## src/rtl/ibw_pkg.sv

```systemverilog
// Package ibw_pkg
// Shared word type and the window reset pattern for the inbound window filter.
// Assumes a 32-bit address and register data path.
package ibw_pkg;
    localparam int DATA_W = 32;
    typedef logic [DATA_W-1:0] word_t;
    // Reset values that leave a window switched off (lower above upper).
    localparam word_t LOWER_OFF = '1;
    localparam word_t UPPER_OFF = '0;
endpackage

```

## src/rtl/ibw_regfile.sv

```systemverilog
// Module ibw_regfile
// Holds the per-window bounds and the shared mode bit. Writes are taken on the
// clock edge. Reads are combinational on the offset. Assumes offsets are
// distinct for the chosen parameters and that cfg_addr is a byte offset.
module ibw_regfile
    import ibw_pkg::*;
#(
    parameter int          NUM_WIN    = 2,
    parameter int          CFG_AW     = 12,
    parameter int unsigned CTRL_OFS   = 32'h900,
    parameter int unsigned MODE_BIT   = 1,
    parameter int unsigned WIN_BASE   = 32'h964,
    parameter int unsigned WIN_STRIDE = 32'h10,
    parameter int unsigned UPPER_GAP  = 32'h4
) (
    input  logic              clk,
    input  logic              rst_n,
    input  logic              cfg_wr,
    input  logic [CFG_AW-1:0] cfg_addr,
    input  word_t             cfg_wdata,
    output word_t             cfg_rdata,
    output word_t             lower_o [NUM_WIN],
    output word_t             upper_o [NUM_WIN],
    output logic              mode_incl_o
);
    localparam logic [CFG_AW-1:0] CTRL_A = CFG_AW'(CTRL_OFS);

    word_t lower_q [NUM_WIN];
    word_t upper_q [NUM_WIN];
    logic  mode_q;

    function automatic logic [CFG_AW-1:0] lower_ofs(input int unsigned idx);
        return CFG_AW'(WIN_BASE + idx * WIN_STRIDE);
    endfunction

    function automatic logic [CFG_AW-1:0] upper_ofs(input int unsigned idx);
        return CFG_AW'(WIN_BASE + idx * WIN_STRIDE + UPPER_GAP);
    endfunction

    // Register update: reset to "all windows off, pass-inside", then decoded writes.
    always_ff @(posedge clk) begin
        if (!rst_n) begin
            for (int i = 0; i < NUM_WIN; i++) begin
                lower_q[i] <= LOWER_OFF;
                upper_q[i] <= UPPER_OFF;
            end
            mode_q <= 1'b1;
        end else if (cfg_wr) begin
            if (cfg_addr == CTRL_A) begin
                mode_q <= cfg_wdata[MODE_BIT];
            end
            for (int i = 0; i < NUM_WIN; i++) begin
                if (cfg_addr == lower_ofs(i)) lower_q[i] <= cfg_wdata;
                if (cfg_addr == upper_ofs(i)) upper_q[i] <= cfg_wdata;
            end
        end
    end

    // Read mux: unmapped offsets return zero.
    always_comb begin
        cfg_rdata = '0;
        if (cfg_addr == CTRL_A) begin
            cfg_rdata[MODE_BIT] = mode_q;
        end
        for (int i = 0; i < NUM_WIN; i++) begin
            if (cfg_addr == lower_ofs(i)) cfg_rdata = lower_q[i];
            if (cfg_addr == upper_ofs(i)) cfg_rdata = upper_q[i];
        end
    end

    // Expose the stored state to the match logic.
    always_comb begin
        for (int i = 0; i < NUM_WIN; i++) begin
            lower_o[i] = lower_q[i];
            upper_o[i] = upper_q[i];
        end
        mode_incl_o = mode_q;
    end
endmodule

```

## src/rtl/ibw_window_match.sv

```systemverilog
// Module ibw_window_match
// Compares one request address against one window's bounds. Both bounds are
// inclusive. A lower bound above the upper bound can never hit. Purely combinational.
module ibw_window_match
    import ibw_pkg::*;
(
    input  word_t lower,
    input  word_t upper,
    input  word_t addr,
    output logic  hit
);
    // Two unsigned magnitude compares; no alignment is assumed on either bound.
    always_comb begin
        hit = (addr >= lower) && (addr <= upper);
    end
endmodule

```

## src/rtl/ibw_decide.sv

```systemverilog
// Module ibw_decide
// Combines the per-window hits under the mode bit and registers the outcome.
// Assumes win_hit and mode_incl are stable before the clock edge.
module ibw_decide #(
    parameter int NUM_WIN = 2
) (
    input  logic               clk,
    input  logic               rst_n,
    input  logic               req_valid,
    input  logic [NUM_WIN-1:0] win_hit,
    input  logic               mode_incl,
    output logic               dec_valid,
    output logic               dec_pass,
    output logic               block_hit
);
    logic any_hit;
    logic pass_c;

    // Pass-inside takes any hit; pass-outside requires no hit.
    always_comb begin
        any_hit = |win_hit;
        pass_c  = mode_incl ? any_hit : !any_hit;
    end

    // Output stage: one register between the request and the decision.
    always_ff @(posedge clk) begin
        if (!rst_n) begin
            dec_valid <= 1'b0;
            dec_pass  <= 1'b0;
            block_hit <= 1'b0;
        end else begin
            dec_valid <= req_valid;
            dec_pass  <= req_valid && pass_c;
            block_hit <= req_valid && !pass_c;
        end
    end
endmodule

```

## src/rtl/ibw_filter_top.sv

```systemverilog
// Module ibw_filter_top
// Inbound address window filter: a register file of window bounds and a mode
// bit, one comparator per window, and a registered accept/refuse decision.
// Assumes the request address is a byte address on the same clock as the port.
module ibw_filter_top
    import ibw_pkg::*;
#(
    parameter int          NUM_WIN    = 2,
    parameter int          CFG_AW     = 12,
    parameter int unsigned CTRL_OFS   = 32'h900,
    parameter int unsigned MODE_BIT   = 1,
    parameter int unsigned WIN_BASE   = 32'h964,
    parameter int unsigned WIN_STRIDE = 32'h10,
    parameter int unsigned UPPER_GAP  = 32'h4
) (
    input  logic              clk,
    input  logic              rst_n,
    input  logic              cfg_wr,
    input  logic [CFG_AW-1:0] cfg_addr,
    input  logic [31:0]       cfg_wdata,
    output logic [31:0]       cfg_rdata,
    input  logic              req_valid,
    input  logic [31:0]       req_addr,
    output logic              dec_valid,
    output logic              dec_pass,
    output logic              block_hit
);
    word_t              win_lower [NUM_WIN];
    word_t              win_upper [NUM_WIN];
    logic               mode_incl;
    logic [NUM_WIN-1:0] win_hit;

    ibw_regfile #(
        .NUM_WIN   (NUM_WIN),
        .CFG_AW    (CFG_AW),
        .CTRL_OFS  (CTRL_OFS),
        .MODE_BIT  (MODE_BIT),
        .WIN_BASE  (WIN_BASE),
        .WIN_STRIDE(WIN_STRIDE),
        .UPPER_GAP (UPPER_GAP)
    ) u_regs (
        .clk        (clk),
        .rst_n      (rst_n),
        .cfg_wr     (cfg_wr),
        .cfg_addr   (cfg_addr),
        .cfg_wdata  (cfg_wdata),
        .cfg_rdata  (cfg_rdata),
        .lower_o    (win_lower),
        .upper_o    (win_upper),
        .mode_incl_o(mode_incl)
    );

    // One comparator per window.
    for (genvar g = 0; g < NUM_WIN; g++) begin : g_win
        ibw_window_match u_match (
            .lower(win_lower[g]),
            .upper(win_upper[g]),
            .addr (req_addr),
            .hit  (win_hit[g])
        );
    end

    ibw_decide #(
        .NUM_WIN(NUM_WIN)
    ) u_decide (
        .clk      (clk),
        .rst_n    (rst_n),
        .req_valid(req_valid),
        .win_hit  (win_hit),
        .mode_incl(mode_incl),
        .dec_valid(dec_valid),
        .dec_pass (dec_pass),
        .block_hit(block_hit)
    );
endmodule

```

## config.mk

```make
export PLATFORM = sky130hd
export DESIGN_NAME = ibw_filter_top
export DESIGN_NICKNAME = d
export VERILOG_FILES = /design/src/rtl/ibw_pkg.sv /design/src/rtl/ibw_regfile.sv /design/src/rtl/ibw_window_match.sv /design/src/rtl/ibw_decide.sv /design/src/rtl/ibw_filter_top.sv
export SDC_FILE = /design/constraint.sdc
export NUM_CORES = 1
export LEC_CHECK = 0
export ABC_AREA = 1
export BUFFER_PORTS_ARGS = -buffer_cell sky130_fd_sc_hd__buf_2
export CAP_MARGIN = 25
export CORE_ASPECT_RATIO = 1.25
export CORE_MARGIN = 2
export CORE_UTILIZATION = 55
export CTS_BUF_LIST = sky130_fd_sc_hd__clkbuf_4 sky130_fd_sc_hd__clkbuf_8
export CTS_CLUSTER_SIZE = 28
export DETAILED_ROUTE_END_ITERATION = 10
export GPL_ROUTABILITY_DRIVEN = 1
export PLACE_DENSITY = 0.84
export SYNTH_ARGS = -nofsm -noshare
export SYNTH_HDL_FRONTEND = slang
export SYNTH_HIERARCHICAL = 1
export SYNTH_SLANG_ARGS = --single-unit
```

## constraint.sdc

```tcl
create_clock -name clk -period 3.85 [get_ports clk]
set_clock_uncertainty 0.05 [all_clocks]
set_input_delay 0.5775 -clock clk [delete_from_list [all_inputs] [get_ports clk]]
set_output_delay 0.5775 -clock clk [all_outputs]
set_load 0.1 [all_outputs]
```

# Word-level counts from Yosys, hierarchy flattened
# Memory sizes are Yosys's and may differ from the RTL's.
# Index checks and enable logic that the tools add are counted.
# totals
wordCells	54
ramBits	128
output_inout_bits	35
n_memories	2
regBits	4
# op_classes
muxes	27
order_cmp	4
n_eq_ne	5
n_reduce_logical	8
bitwise	4
# mem_list
name	depth	width	rd	rd_ports_with_merged_regs	write_ports	line	source
u_regs.lower_q	2	32	2	0	2	ibw_regfile.sv:28	word_t lower_q [NUM_WIN];
u_regs.upper_q	2	32	2	0	2	ibw_regfile.sv:29	word_t upper_q [NUM_WIN];
# ops
cell	count
2-to-1 mux 32 bit	8
>= comparator 32 bit	2
<= comparator 32 bit	2
== test 12 bit (second input constant)	5
2-to-1 mux 1 bit	19
logical AND 1 bit	4
bitwise OR 1 bit	4
zero test 1 bit	2
AND reduction 2 bit	1
OR reduction 2 bit	1

# Logic depth before layout (Yosys ltp)
# depth
word_depth	7
depth_mapped	20
ltp_nobuf	20

# Cells and area by module
# Netlist, hierarchy kept.
# by_module_without_submodules
module	cells_each	area_each_um2	seq_area_each_um2	instances
ibw_regfile	545	5600.4	3863.7	1
ibw_window_match	278	1692.9	0.0	2
ibw_decide	12	106.4	60.1	1

# Worst setup path before layout
# OpenSTA, ideal clock, no wires.
# synth_timing
path_kind	input -> register
from	in cfg_addr[7]
to	mem u_regs/lower_q[0][32] (netlist bit) (enable)
path_stages	7
setup_time_ns	0.466
required_ns	3.334
arrival_time_ns	3.298
slack_ns	0.036
cell_sequence	inv_2 > nand2_1 > nor2_1 > nand2_1 > inv_2 > nand2_2 > o21ai_0
# synth_lines
item	line	source
start, declared	ibw_filter_top.sv:19	input logic [CFG_AW-1:0] cfg_addr,
end, declared	ibw_regfile.sv:28	

# Final worst setup path
# layout_timing
from	in cfg_addr[3]
to	out cfg_rdata[17]
# layout_via
elab_chain_len	5
# layout_lines
item	line	source
== test 12 bit	ibw_regfile.sv:66	if (cfg_addr == lower_ofs(i)) cfg_rdata = lower_q[i];
2-to-1 mux 32 bit	ibw_regfile.sv:66	
2-to-1 mux 32 bit	ibw_regfile.sv:67	if (cfg_addr == upper_ofs(i)) cfg_rdata = upper_q[i];
2-to-1 mux 32 bit	ibw_regfile.sv:66	
2-to-1 mux 32 bit (*)	ibw_regfile.sv:67	
end, declared	ibw_filter_top.sv:21	output logic [31:0] cfg_rdata,
# Every way passes the cells marked *; elsewhere a longest branch is shown, timed or not.

==> results.json <==
{
  "critical_path.top_delay_family": "simple AND/OR/NAND/NOR gates",
  "postCtsSetupBuffers": 0,
  "placed_cell_count": 1429,
  "cts-root-buf": "sky130_fd_sc_hd__clkbuf_8",
  "syn-cell-area_sq_um": 9090,
  "detailroute.wirelength.met2_mm": 12.6,
  "die-height_microns": 148,
  "io_buffers": 114,
  "std_cell_rows": 52,
  "reg2reg_from": "u_regs/upper_q[0][21]",
  "dpl_hpwl_mm": 16.5,
  "synth-warning-count": 6,
  "r2r_setup_slack_ns": 1.75,
  "numCtsBuffers": 17,
  "critPathMaxFanout": 31,
  "initial_utilization_pct": 56.1,
  "ys_seq_elements": 132,
  "max_clock_freq_mhz": 310,
  "core_sq_um": 16200,
  "hold_path.class": "in2reg",
  "viasPerCell": 5.25,
  "power.combinational.fraction_pct": 14.5,
  "tritoncts": "built",
  "pwr-share-clk_pct": 36.1,
  "critPathMostFrequentCell": "sky130_fd_sc_hd__nand2_1",
  "syn_to_final_growth_pct": 18.6,
  "postSynthAreaPerCell_sq_um": 8.17,
  "rsz0062_at_grt": "false",
  "worstPathArrival_ns": 2.60,
  "number_of_antenna_violations_at_the_first_check_in_global_routing": 1,
  "finalCritPeriodShare_pct": 83.9,
  "seq_area_frac_synth_pct": 43.2,
  "grt_max_degree": 35,
  "postCtsResizedCells": 0,
  "first_pass_grt_wire_length_mm": 37.4,
  "critPathLaunch": "cfg_addr[3]",
  "edff_count_synth": 128,
  "route.detailed.drc": 0,
  "dominantRegCellSynth": "sky130_fd_sc_hd__edfxtp_1",
  "cp-end-kind": "output port",
  "slew_violations": 0,
  "worst_ir_drop_vdd_uv": 239,
  "cap_viol_max_count": 0,
  "die-area_sq_um": 17600,
  "worstReg2RegEnd": "u_decide/block_hit",
  "worst_slew_margin_rel_pct": 51.1,
  "fin_worst_hold_slack_ns": 0.351,
  "pin_count": 115,
  "cts.clk_slew.worst_paths_ns": 0.07,
  "die_w_microns": 119,
  "crit_path_top_delay_cell": "sky130_fd_sc_hd__inv_2",
  "crit_type": "in2out",
  "timing.final.hold_violations": 0,
  "final.setup.tns_ns": 0,
  "synth_cell_type_count": 28,
  "power.leakage_nw": 5.62,
  "grt-ovfl-total": 0,
  "number_of_standard_cells_in_the_layout_taps_in_and_fillers_out": 1462,
  "drt_wl_total_mm": 23.7,
  "layout_cells_sized_above_1_pct": 14.8,
  "most-common-layout-cells": "sky130_fd_sc_hd__nand2_1, sky130_fd_sc_hd__inv_1, sky130_fd_sc_hd__nor2_1",
  "grtUsageTotal_pct": 27.6,
  "internal_power_w": 0.00247,
  "clock-sinks": 132,
  "antenna_violating_nets_post_route": 0,
  "mostFrequentLayoutCell": "sky130_fd_sc_hd__nand2_1",
  "drt-pass1-iter-count": 5,
  "sequentialPowerShare_pct": 49.4,
  "maximum_root_to_sink_buffer_count": 2,
  "slowest_delay_ns": 0.53,
  "worst-path-buf-inv": 5,
  "route.vias.total": 7669,
  "power.switching_fraction_pct": 27.6,
  "cts_hold_buffers_added": 0,
  "startpoint_type": "primary input",
  "top_layer": "met4",
  "finalNetCount": 1440,
  "path_depth": 13,
  "fin_crit_ns": 3.23,
  "p_switching_w": 0.000943,
  "detailedRoute.firstIterationViolations": 640,
  "crit_path_end": "cfg_rdata[17]",
  "status": "finished clean",
  "postSynth.asyncResetShare_pct": 0,
  "mappedNetlistNets": 1321,
  "gp_routability_congestion": 0.913,
  "met3WireLength_mm": 1.68,
  "finalSetupViolCount": 0,
  "data_required_time_at_the_worst_endpoint_ns": 3.22,
  "max_slew.worst_pin.slew_ns": 0.732,
  "clk-insertion-delay-late_ns": 0.46,
  "wl_per_cell_microns": 16.2,
  "detail_route.wirelength.met1_mm": 8.71,
  "worstPathCellList": "buf_2, inv_2, nand2_1, nor2_1, nand2_1, inv_2, nand2_2, inv_2, nand2_1, nand2_1, nor2_1, nor2_1, buf_12",
  "powerDensity_nw_per_um2": 316,
  "grt_pass1_vias": 7897,
  "syn-instance-count": 1113,
  "r2r.worst_path.cells": 15,
  "hold_path_startpoint": "req_valid",
  "h-tree-depth": 4
}
-- cells in the mapped netlist, drive strengths merged (4+ instances only) --
library cell	count	area, sq um
nand2	314	1180
inv	206	773
nor2	165	664
edfxtp	128	3840
ha	128	1600
a21oi	57	289
nand3	44	225
buf	24	165
nand4	14	87.6
o21ai	14	73.8
o21a	6	45.0
dfxtp	4	80.1
-- area by class of cell --
cell class                      count  area [sq um]
Antenna cell                        1          2.50
Clock buffer                       17           234
Clock inverter                     15           180
Fill cell                        1271          5410
Inverter                          206           773
Multi-Input combinational cell    751          4260
Sequential cell                   132          3920
Tap cell                          216           270
Timing Repair Buffer              124          1140
-- cell families (layout without fill, tap and decap cells) --
| kind of cell | count (synthesis) | count (layout) | share of synthesized area [%] |
|---|---|---|---|
| AND/OR/NAND/NOR | 541 | 541 | 24.0 |
| buffers and inverters | 230 | 362 | 10.3 |
| flip-flops | 132 | 132 | 43.2 |
| adder cells (fa/ha/maj) | 128 | 128 | 17.6 |
| AO/OA/AOI/OAI | 82 | 82 | 4.90 |
| other | 0 | 1 | 0 |
-- through the flow --
stage                     cell area (sq um)  setup slack, ns  total power, W  utilization (%)
after global placement                10400            0.832         0.00218             64.0
after CTS                             10800            0.685         0.00342             66.6
after global routing                  10800            0.567         0.00355             66.6
final                                 10800            0.622         0.00341             66.6
after detailed placement              10400            0.807         0.00220             64.0
after floorplan                        9090           0.0362         0.00202                -
-- how the worst min path moves through the flow --
stage	end	cells past startpoint
after CTS	u_decide/dec_valid	3
after floorplan	u_decide/dec_pass	2
after global routing	u_regs/lower_q[0][35]	3
after detailed placement	u_decide/dec_pass	2
after global placement	u_decide/dec_pass	2
final	u_decide/dec_valid	3
-- routing by layer --
layer / vias up / GRT usage (%)
met5: - / 0
met4: 0 / 13.2
met3: 56 / 5.09
met2: 310 / 51.3
met1: 3503 / 30.0
li1: 3800 / -
-- tightest hold or removal path: cells and delay by family --
| kind | cells | cell delay [ns] |
|---|---|---|
| buffers and inverters | 2 | 0.15 |
| AND/OR/NAND/NOR | 1 | 0.10 |
-- power by group through the flow --
stage | registers [W] | clock network, W | logic, W
2_1_floorplan | 0.00172 | 0 | 0.000298
3_3_place_gp | 0.00171 | 0 | 0.000467
3_5_place_dp | 0.00172 | 0 | 0.000486
4_1_cts | 0.00168 | 0.00124 | 0.000493
5_1_grt | 0.00169 | 0.00129 | 0.000568
6_report | 0.00169 | 0.00123 | 0.000495
-- sequential cells by signal (all words and copies together) (netlist names) --
name and flops:
u_decide/dec_valid 1, u_regs/mode_incl_o 1, u_regs/upper_q 64, u_decide/block_hit 1, u_regs/lower_q 64, u_decide/dec_pass 1
Note: power is estimated with default switching activity, not from simulation.
